## config.mk

```make
export PLATFORM = sky130hd
export DESIGN_NAME = mii_tx_pcs
export DESIGN_NICKNAME = d
export VERILOG_FILES = /design/src/rtl/mii_tx_pkg.sv /design/src/rtl/mii_tx_ctl.sv /design/src/rtl/mii_tx_dp.sv /design/src/rtl/mii_tx_pcs.sv
export SDC_FILE = /design/constraint.sdc
export NUM_CORES = 1
export LEC_CHECK = 0
export BUFFER_PORTS_ARGS = -buffer_cell sky130_fd_sc_hd__buf_2
export CAP_MARGIN = 20
export CORE_MARGIN = 4
export CORE_UTILIZATION = 49
export DETAILED_ROUTE_END_ITERATION = 6
export GPL_TIMING_DRIVEN = 0
export PLACE_DENSITY = 0.73
export RECOVER_POWER = 25
export SETUP_SLACK_MARGIN = 0.2
export SYNTH_ARGS = -nofsm -noshare
export SYNTH_HDL_FRONTEND = slang
export SYNTH_SLANG_ARGS = --single-unit
```

## constraint.sdc

```tcl
create_clock -name clk -period 1.7 [get_ports clk]
set_input_delay 0.425 -clock clk [delete_from_list [all_inputs] [get_ports clk]]
set_output_delay 0.425 -clock clk [all_outputs]
set_load 0.01 [all_outputs]
```

## src/rtl/mii_tx_pkg.sv

```systemverilog
package mii_tx_pkg;
  localparam int NIB_W = 4;
  localparam int SYM_W = 5;

  localparam logic [SYM_W-1:0] CODE_IDLE = 5'b11111;
  localparam logic [SYM_W-1:0] CODE_J    = 5'b11000;
  localparam logic [SYM_W-1:0] CODE_K    = 5'b10001;
  localparam logic [SYM_W-1:0] CODE_T    = 5'b01101;
  localparam logic [SYM_W-1:0] CODE_R    = 5'b00111;
  localparam logic [SYM_W-1:0] CODE_H    = 5'b00100;

  typedef enum logic [2:0] {
    SEL_IDLE, SEL_J, SEL_K, SEL_T, SEL_R, SEL_H, SEL_DATA
  } codeSel_t;

  // strobes from control to datapath
  typedef struct packed {
    logic     load;
    codeSel_t sel;
  } txStrobe_t;

  function automatic logic [SYM_W-1:0] dataCode(input logic [NIB_W-1:0] nib);
    case (nib)
      4'h0: dataCode = 5'b11110;
      4'h1: dataCode = 5'b01001;
      4'h2: dataCode = 5'b10100;
      4'h3: dataCode = 5'b10101;
      4'h4: dataCode = 5'b01010;
      4'h5: dataCode = 5'b01011;
      4'h6: dataCode = 5'b01110;
      4'h7: dataCode = 5'b01111;
      4'h8: dataCode = 5'b10010;
      4'h9: dataCode = 5'b10011;
      4'hA: dataCode = 5'b10110;
      4'hB: dataCode = 5'b10111;
      4'hC: dataCode = 5'b11010;
      4'hD: dataCode = 5'b11011;
      4'hE: dataCode = 5'b11100;
      default: dataCode = 5'b11101;
    endcase
  endfunction
endpackage

```

## src/rtl/mii_tx_ctl.sv

```systemverilog
module mii_tx_ctl
  import mii_tx_pkg::*;
#(
  parameter int SLOT_LEN = SYM_W
) (
  input  logic      clk,
  input  logic      rstN,
  input  logic      txEnable,
  input  logic      txError,
  output logic      nibbleTick,
  output txStrobe_t strobe
);
  localparam int PH_W = $clog2(SLOT_LEN);
  localparam logic [PH_W-1:0] PH_LAST = PH_W'(SLOT_LEN - 1);

  typedef enum logic [1:0] {ST_IDLE, ST_SEND_K, ST_DATA, ST_SEND_R} txState_t;

  logic [PH_W-1:0] phase;
  txState_t        state, stateNext;
  codeSel_t        selNormal;

  always_ff @(posedge clk) begin
    if (!rstN) phase <= '0;
    else if (phase == PH_LAST) phase <= '0;
    else phase <= phase + 1'b1;
  end

  assign nibbleTick = (phase == PH_LAST);

  always_comb begin
    stateNext = state;
    selNormal = SEL_IDLE;
    case (state)
      ST_IDLE: if (txEnable) begin
        selNormal = SEL_J;
        stateNext = ST_SEND_K;
      end
      ST_SEND_K: begin
        selNormal = SEL_K;
        stateNext = ST_DATA;
      end
      ST_DATA: if (txEnable) begin
        selNormal = SEL_DATA;
      end else begin
        selNormal = SEL_T;
        stateNext = ST_SEND_R;
      end
      default: begin
        selNormal = SEL_R;
        stateNext = ST_IDLE;
      end
    endcase
  end

  always_ff @(posedge clk) begin
    if (!rstN) state <= ST_IDLE;
    else if (nibbleTick) state <= stateNext;
  end

  always_comb begin
    strobe.load = nibbleTick;
    strobe.sel  = (txEnable && txError) ? SEL_H : selNormal;
  end
endmodule

```

## src/rtl/mii_tx_dp.sv

```systemverilog
module mii_tx_dp
  import mii_tx_pkg::*;
(
  input  logic             clk,
  input  logic             rstN,
  input  txStrobe_t        strobe,
  input  logic [NIB_W-1:0] txData,
  output logic             lineOut
);
  logic [SYM_W-1:0] shiftReg;
  logic [SYM_W-1:0] nextCode;
  logic             nrziLevel;

  always_comb begin
    case (strobe.sel)
      SEL_J:    nextCode = CODE_J;
      SEL_K:    nextCode = CODE_K;
      SEL_T:    nextCode = CODE_T;
      SEL_R:    nextCode = CODE_R;
      SEL_H:    nextCode = CODE_H;
      SEL_DATA: nextCode = dataCode(txData);
      default:  nextCode = CODE_IDLE;
    endcase
  end

  always_ff @(posedge clk) begin
    if (!rstN) begin
      shiftReg  <= CODE_IDLE;
      nrziLevel <= 1'b0;
    end else begin
      nrziLevel <= nrziLevel ^ shiftReg[SYM_W-1];
      if (strobe.load) shiftReg <= nextCode;
      else shiftReg <= {shiftReg[SYM_W-2:0], 1'b0};
    end
  end

  assign lineOut = nrziLevel;
endmodule

```

## src/rtl/mii_tx_pcs.sv

```systemverilog
module mii_tx_pcs
  import mii_tx_pkg::*;
(
  input  logic       clk,
  input  logic       rstN,
  input  logic [3:0] txData,
  input  logic       txEnable,
  input  logic       txError,
  output logic       nibbleTick,
  output logic       lineOut
);
  txStrobe_t strobe;

  mii_tx_ctl #(.SLOT_LEN(SYM_W)) u_ctl (
    .clk(clk), .rstN(rstN), .txEnable(txEnable), .txError(txError),
    .nibbleTick(nibbleTick), .strobe(strobe)
  );

  mii_tx_dp u_dp (
    .clk(clk), .rstN(rstN), .strobe(strobe), .txData(txData),
    .lineOut(lineOut)
  );
endmodule

```

==> flow_metrics.env, run 1 <==
export IMPL_worst_setup_path_end_kind="flip-flop"
export IMPL_first_global_vias=688
export IMPL_p_clk_share_pct=29.5
export IMPL_maxCapViolations=0
export IMPL_numClockSinks=11
export IMPL_wirelength_um=1660
export IMPL_rows=14
export IMPL_path_cells="inv_2 -> ha_4 -> buf_6 -> and3b_2 -> o311ai_4 -> nor2_1 -> o32a_2"
export IMPL_setup_viol=1
export IMPL_regArea_um2=225
export IMPL_drt_iter0_drc=10
export IMPL_die_w_um=48.1
export IMPL_grt_max_degree=11
export IMPL_synth_top_family_by_area="compound AO/OA/AOI/OAI gates"
export IMPL_post_place_ws_ps=-70.3
export IMPL_hold_path_class="input port to flip-flop"
export IMPL_slew_viol_final=0
export IMPL_fin_skew_ps=11.1
export IMPL_fin_crit_sh_pct=101
export IMPL_hpwlAfterDp_um=1270
export IMPL_start_util_pct=52.3
export IMPL_synth_xor_area_share_pct=2.22
export IMPL_timing_slew_headroom_pct=69.7
export IMPL_intPower_uw=435
export IMPL_dr_total_vias=750
export IMPL_timing_final_ws_setup_ps=-23.6
export IMPL_met1_usage_pct=18.5
export IMPL_pin_count=10
export IMPL_critical_path_slowest_cell="o32a_2"
export IMPL_seq_power_share_pct=47.8
export IMPL_status="finished, violations left"
export IMPL_die_area_um2=2310
export IMPL_cp_arrival_ps=1870
export IMPL_syn_area_per_cell_um2=8.13
export IMPL_final_hold_viol_count=0
export IMPL_grt_util_met2_pct=31.9
export IMPL_die_h_um=48.1
export IMPL_ys_seq_area_share_pct=27.9
export IMPL_htreeDepth=1
export IMPL_syn_nets=110
export IMPL_drt_vias_per_instance=5.77
export IMPL_synth_edf_count=0
export IMPL_root_buffer="clkbuf_4"
export IMPL_cts_tree="done"
export IMPL_syn_area_um2=788
export IMPL_ir_drop_mv=0.437
export IMPL_multi_input_area_um2=558
export IMPL_total_power_uw=602
export IMPL_fillers=132
export IMPL_synth_seq_cells=11
export IMPL_drt_pass1_iterations=4
export IMPL_combPwrFrac_pct=22.7
export IMPL_crit_fanout=4
export IMPL_start_kind="flip-flop"
export IMPL_clk_insertion_delay_late_ps=270
export IMPL_cts_inserted_buffers=3
export IMPL_switching_share_pct=27.8
export IMPL_synthArstFlopShare_pct=0
export IMPL_p_leak_nw=0.392
export IMPL_grt_pass1_wl_um=2760
export IMPL_grtUsageMet3_pct=5.54
export IMPL_crit_type="flip-flop to flip-flop"
export IMPL_cts_buffer_depth=2
export IMPL_drive_above_1_share_pct=35.1
export IMPL_synth_cells=97
export IMPL_net_switching_power_uw=167
export IMPL_avgRoutedWirePerCell_um=12.8
export IMPL_powerDensity_nw_per_um2=608
export IMPL_grt_usage_pct=17.0
export IMPL_drc=0
export IMPL_antenna_found_initial=0
export IMPL_yosys_area_share_simple_pct=21.7
export IMPL_synth_ff_type="dfxtp_1"
export IMPL_core_um2=1510
export IMPL_grt_overflow_total=0
export IMPL_syn2layout_area_growth_pct=25.7
export IMPL_antennaDiodeCount=0
export IMPL_hold_buffers=0
export IMPL_synthAdderAreaFrac_pct=7.94
export IMPL_gp_congestion=0.758
export IMPL_crit_required_ps=1850
export IMPL_port_buffers=9
export IMPL_tightest_slew_ps=453
export IMPL_fmax_mhz=580
export IMPL_period_minus_slack_ps=1720
export IMPL_rsz0062_at_grt="yes"
export IMPL_yosysWarnings=0
export IMPL_yosys_cell_types_count=39
export IMPL_clkSlewWorstSetupHoldPaths_ps=80
export IMPL_violations="setup timing"
export IMPL_ant_nets=0
export IMPL_synth_mux_area_share_pct=2.54
export IMPL_busiest_layer="met2"
export IMPL_nNetsFinal=128
export IMPL_slowest_delay_ps=380
export IMPL_synth_compound_area_share_pct=28.1
==> worst paths after layout <==
check	end	slack, ps	cells after the start	startpoint
setup / recovery	u_dp.shiftReg[4]$_SDFF_PN1_	-20	7	u_ctl.state[1]$_SDFFE_PN0P_
hold reg to reg	u_dp.shiftReg[4]$_SDFF_PN1_	450	1	u_dp.shiftReg[3]$_SDFF_PN1_
setup reg to reg	u_dp.shiftReg[4]$_SDFF_PN1_	-20	7	u_ctl.state[1]$_SDFFE_PN0P_
hold / removal	u_dp.shiftReg[0]$_SDFF_PN1_	370	2	rstN
==> registers in the layout, summed over array words and instances, names as in the netlist <==
register	flops
u_ctl.phase	3
u_ctl.state	2
u_dp.lineOut	1
u_dp.shiftReg	5
==> kinds of logic after synthesis <==
family                   Yosys count
adder cells (fa/ha/maj)            5
AO/OA/AOI/OAI                     28
flip-flops                        11
multiplexers                       2
XOR/XNOR                           2
AND/OR/NAND/NOR                   33
buffers and inverters             16
==> layer usage <==
layer  routed length, µm  up-vias
li1                    -      381
met4                   0        0
met3                  76        0
met5                   0        -
met2                 860       13
met1                 724      356
==> stage by stage <==
| stage | hold WS (ps) | util, % | instances | area [µm²] | setup TNS, ps |
|---|---|---|---|---|---|
| floorplan | 417 | - | 97 | 807 | 0 |
| CTS | 367 | 64.5 | 129 | 971 | -25.7 |
| detailed placement | 440 | 57.9 | 122 | 872 | -126 |
| global placement | 434 | 57.9 | 122 | 872 | -56.8 |
| finish | 370 | 65.8 | 130 | 991 | -23.6 |
| global route | 363 | 65.8 | 130 | 991 | -74.7 |
==> synthesized netlist by cell type, types with 2 or more instances <==
| cell | count | area share [%] |
|---|---|---|
| o2bb2ai_1 | 2 | 2.2 |
| a21oi_1 | 2 | 1.3 |
| a2111oi_0 | 2 | 2.2 |
| xnor2_1 | 2 | 2.2 |
| mux2i_1 | 2 | 2.5 |
| nand2_1 | 8 | 3.8 |
| buf_2 | 3 | 1.9 |
| nor2_1 | 9 | 4.3 |
| a31oi_1 | 4 | 3.2 |
| dfxtp_1 | 11 | 28 |
| o21ai_0 | 3 | 1.9 |
| o22a_1 | 2 | 2.2 |
| inv_1 | 11 | 5.2 |
| and3_1 | 2 | 1.6 |
| nor2b_1 | 3 | 2.4 |
| o21a_1 | 2 | 1.9 |
| nor3_1 | 2 | 1.3 |
| nand2b_1 | 2 | 1.6 |
| ha_1 | 5 | 7.9 |
==> area by class of cell <==
cell class / count / share of cell area, %
clock buffer: 4 / 2.65
buffer: 5 / 4.29
tap: 16 / 2.02
sequential: 11 / 22.7
inverter: 11 / 4.17
multi-input combinational: 70 / 56.3
timing repair buffer: 13 / 7.83
==> power by group through the flow <==
stage	clock, mW	sequential [mW]	combinational, mW
final	0.178	0.288	0.137
after global routing	0.198	0.290	0.154
after CTS	0.180	0.287	0.125
after detailed placement	0	0.293	0.108
after global placement	0	0.291	0.104
after floorplan	0	0.291	0.0733
==> layout by cell type, fill, tap and decap left out, types with 2 or more instances in the layout <==
master / instances
a21oi_1: 2
a31oi_1: 4
and3_1: 2
buf_2: 9
buf_4: 5
buf_6: 3
clkbuf_1: 2
clkbuf_4: 3
dfxtp_1: 7
dfxtp_2: 4
ha_1: 3
ha_4: 2
inv_1: 7
inv_2: 4
mux2i_1: 2
nand2_1: 7
nand2b_1: 2
nor2_1: 9
nor2b_1: 3
nor3_1: 2
o21ai_0: 2
o21ai_1: 2
o22a_1: 2
o2bb2ai_1: 2
xnor2_1: 2
==> critical path: cells and delay by family (launching register included) <==
kind,cells,cell delay (ps)
buf+inv,2,160
fa+ha+maj,1,150
simple gates,2,300
flops,1,370
compound gates,2,620
==> what timing repair did <==
action	CTS	global route
pin swaps	7	2
setup endpoints to repair	6	8
buffers inserted	3	1
gates resized for setup	13	4
No activity file was read; power rests on OpenSTA's default activity.
==> run 2, diff against run 1 <==
CORE_UTILIZATION = 48   (was 49)
SYNTH_HIERARCHICAL = 1   (was default)
==> flow_metrics.env, run 2 <==
export IMPL_status="finished, final reports clean"
export IMPL_rows=13
export IMPL_setup_tns_final_ps=0
export IMPL_p_clk_share_pct=31.4
export IMPL_final_common_cell="buf_2"
export IMPL_grt_usage_pct=14.6
export IMPL_combPwrFrac_pct=17.6
export IMPL_synth_top_cell_area_share_pct=33.5
export IMPL_net_switching_power_uw=141
export IMPL_largestRegisters="u_dp/shiftReg x5, u_ctl/phase x3, u_ctl/state x2"
export IMPL_pin_count=10
export IMPL_hold_path_class="input port to flip-flop"
export IMPL_largest_reg_flops=5
export IMPL_nNetsFinal=110
export IMPL_start_kind="flip-flop"
export IMPL_ys_seq_area_share_pct=33.5
export IMPL_port_buffers=9
export IMPL_avgRoutedWirePerCell_um=11.6
export IMPL_synth_most_common_cell="dfxtp_1"
export IMPL_hold_buffers=0
export IMPL_tightest_slew_ps=260
export IMPL_drt_vias_per_instance=5.36
export IMPL_cts_buffer_depth=2
export IMPL_cts_inserted_buffers=3
export IMPL_path_cells="inv_1 -> ha_1 -> nand2_2 -> inv_2 -> buf_2"
export IMPL_cts_tree="done"
export IMPL_gp_congestion=0.686
export IMPL_regMostFlops="u_dp/shiftReg"
export IMPL_fmax_mhz=659
export IMPL_die_w_um=45.0
export IMPL_syn2layout_area_growth_pct=28.7
export IMPL_switching_share_pct=25.6
export IMPL_numClockSinks=11
export IMPL_drc=0
export IMPL_powerDensity_nw_per_um2=651
export IMPL_grt_overflow_total=0
export IMPL_yosys_cell_types_count=31
export IMPL_htreeDepth=1
export IMPL_p_leak_nw=0.370
export IMPL_final_hold_viol_count=0
export IMPL_die_h_um=45.0
export IMPL_rsz0062_at_grt="yes"
export IMPL_antennaDiodeCount=0
export IMPL_start_util_pct=50.6
export IMPL_fin_crit_sh_pct=89.3
export IMPL_syn_area_um2=658
export IMPL_drt_pass1_iterations=3
export IMPL_drive_above_1_share_pct=43.8
export IMPL_total_power_uw=552
export IMPL_grt_pass1_wl_um=2150
export IMPL_synth_common_cells="dfxtp_1 (11), inv_1 (9), nand2_1 (6), o21ai_0 (6)"
export IMPL_yosysTopAreaCell="dfxtp_1"
export IMPL_ir_drop_mv=0.622
export IMPL_fillers=112
export IMPL_syn_nets=91
export IMPL_ant_nets=0
export IMPL_clk_insertion_delay_late_ps=260
export IMPL_hold_path_depth=2
export IMPL_worst_path_buf_inv=3
export IMPL_synth_ff_type="dfxtp_1"
export IMPL_postPlaceCellArea_um2=731
export IMPL_synth_cells=78
export IMPL_first_global_vias=553
export IMPL_dr_total_vias=595
export IMPL_clkSlewWorstSetupHoldPaths_ps=70
export IMPL_synth_edf_count=0
export IMPL_final_cell_mix="buf_2 (10), dfxtp_1 (7), buf_4 (6)"
export IMPL_cp_depth=5
export IMPL_syn_area_per_cell_um2=8.44
export IMPL_worst_setup_path_end_kind="output pin"
export IMPL_crit_type="flip-flop to output pin"
export IMPL_root_buffer="clkbuf_4"
export IMPL_yosysWarnings=6
export IMPL_wirelength_um=1290
export IMPL_maxCapViolations=0
export IMPL_critical_path_slowest_cell="dfxtp_2"
export IMPL_period_minus_slack_ps=1520
export IMPL_crit_fanout=2
export IMPL_slew_viol_final=0
export IMPL_final_area_um2=847
export IMPL_seq_power_share_pct=51.0
export IMPL_setup_viol=0
export IMPL_cp_arrival_ps=1090
export IMPL_crit_required_ps=1270
export IMPL_critPathTopFamily="flip-flops"
export IMPL_intPower_uw=411
export IMPL_synthArstFlopShare_pct=0
export IMPL_synthTopCellsByArea="dfxtp_1 (33%), ha_1 (9.5%), inv_1 (5.1%)"
export IMPL_timing_slew_headroom_pct=82.6
export IMPL_reg2reg_depth=9
export IMPL_final_util_pct=65.1
export IMPL_die_area_um2=2030
export IMPL_core_um2=1300
export IMPL_grt_max_degree=14
export IMPL_synth_seq_cells=11
export IMPL_final_cells=111
export IMPL_slowest_delay_ps=330
export IMPL_placedCellCount=102
export IMPL_drt_iter0_drc=12
export IMPL_hpwlAfterDp_um=900
export IMPL_antenna_found_initial=0
export IMPL_fin_skew_ps=3.05
-- run 2: changes by cell type after synthesis, sizes merged, moves of 2 or more --
cell / previous run / this run
inv: 11 / 9
o21ai: 4 / 7
nor2: 9 / 2
xnor2: 2 / 0
o221ai: 0 / 3
nand3: 1 / 3
nor3b: 0 / 2
nand2b: 2 / 5
a2111oi: 2 / 0
a31oi: 4 / 0
o22a: 2 / 0
buf: 5 / 2
-- run 2: final timing paths --
check,slack [ps],endpoint,startpoint
worst min register to register,450,u_dp/shiftReg[2]$_SDFF_PN1_,u_dp/shiftReg[1]$_SDFF_PN1_
worst max register to register,220,u_dp/shiftReg[0]$_SDFF_PN1_,u_ctl/state[0]$_SDFFE_PN0P_
worst min-delay path,440,u_dp/shiftReg[0]$_SDFF_PN1_,rstN
worst max-delay path,180,nibbleTick,u_ctl/phase[0]$_SDFF_PP0_
-- run 2: per-layer routing --
metal | vias up | global-route usage, % | part of all wire (%)
met2 | 7 | 25.7 | 53
met1 | 281 | 16.2 | 43
li1 | 307 | - | -
met5 | - | 0 | 0
met4 | 0 | 1.75 | 0
met3 | 0 | 7.17 | 4.1
-- run 2: through the flow --
step	hold WS [ps]	setup slack, ps
floorplan	424	201
global placement	429	57.3
global route	462	101
finish	443	182
CTS	436	177
detailed placement	436	56.0
-- run 2: logic make-up (layout without fill, tap and decap cells) --
family,after synthesis,after routing,share of synthesized area (%)
buf+inv,11,29,7.03
flops,11,11,33.5
compound gates,21,21,23.6
fa+ha+maj,5,5,9.51
simple gates,28,28,23.6
mux,1,1,1.52
xor+xnor,1,1,1.33
-- run 2: power by group through the flow --
stage                     Combinational [mW]  Clock, mW  Sequential (mW)
after floorplan                       0.0507          0            0.287
after global placement                0.0793          0            0.287
after detailed placement              0.0818          0            0.287
after CTS                             0.0886      0.181            0.282
after global routing                   0.111      0.195            0.283
final                                 0.0970      0.173            0.281
-- run 2: layout make-up --
cell class              instances  area, µm²  area share [%]
flip-flops and latches         11        228            26.9
multi-input cells              56        443            52.3
clock buffers                   4       26.3            3.10
plain buffers                   2       12.5            1.48
inverters                       9       36.3            4.28
well taps                      15       18.8            2.22
repair buffers                 14       82.6            9.75
-- run 2: timing repair --
action	in CTS	in global routing
pin swaps	10	7
buffers inserted	3	2
cloned	0	0
endpoints found under the setup margin	6	6
gates resized for setup	13	15
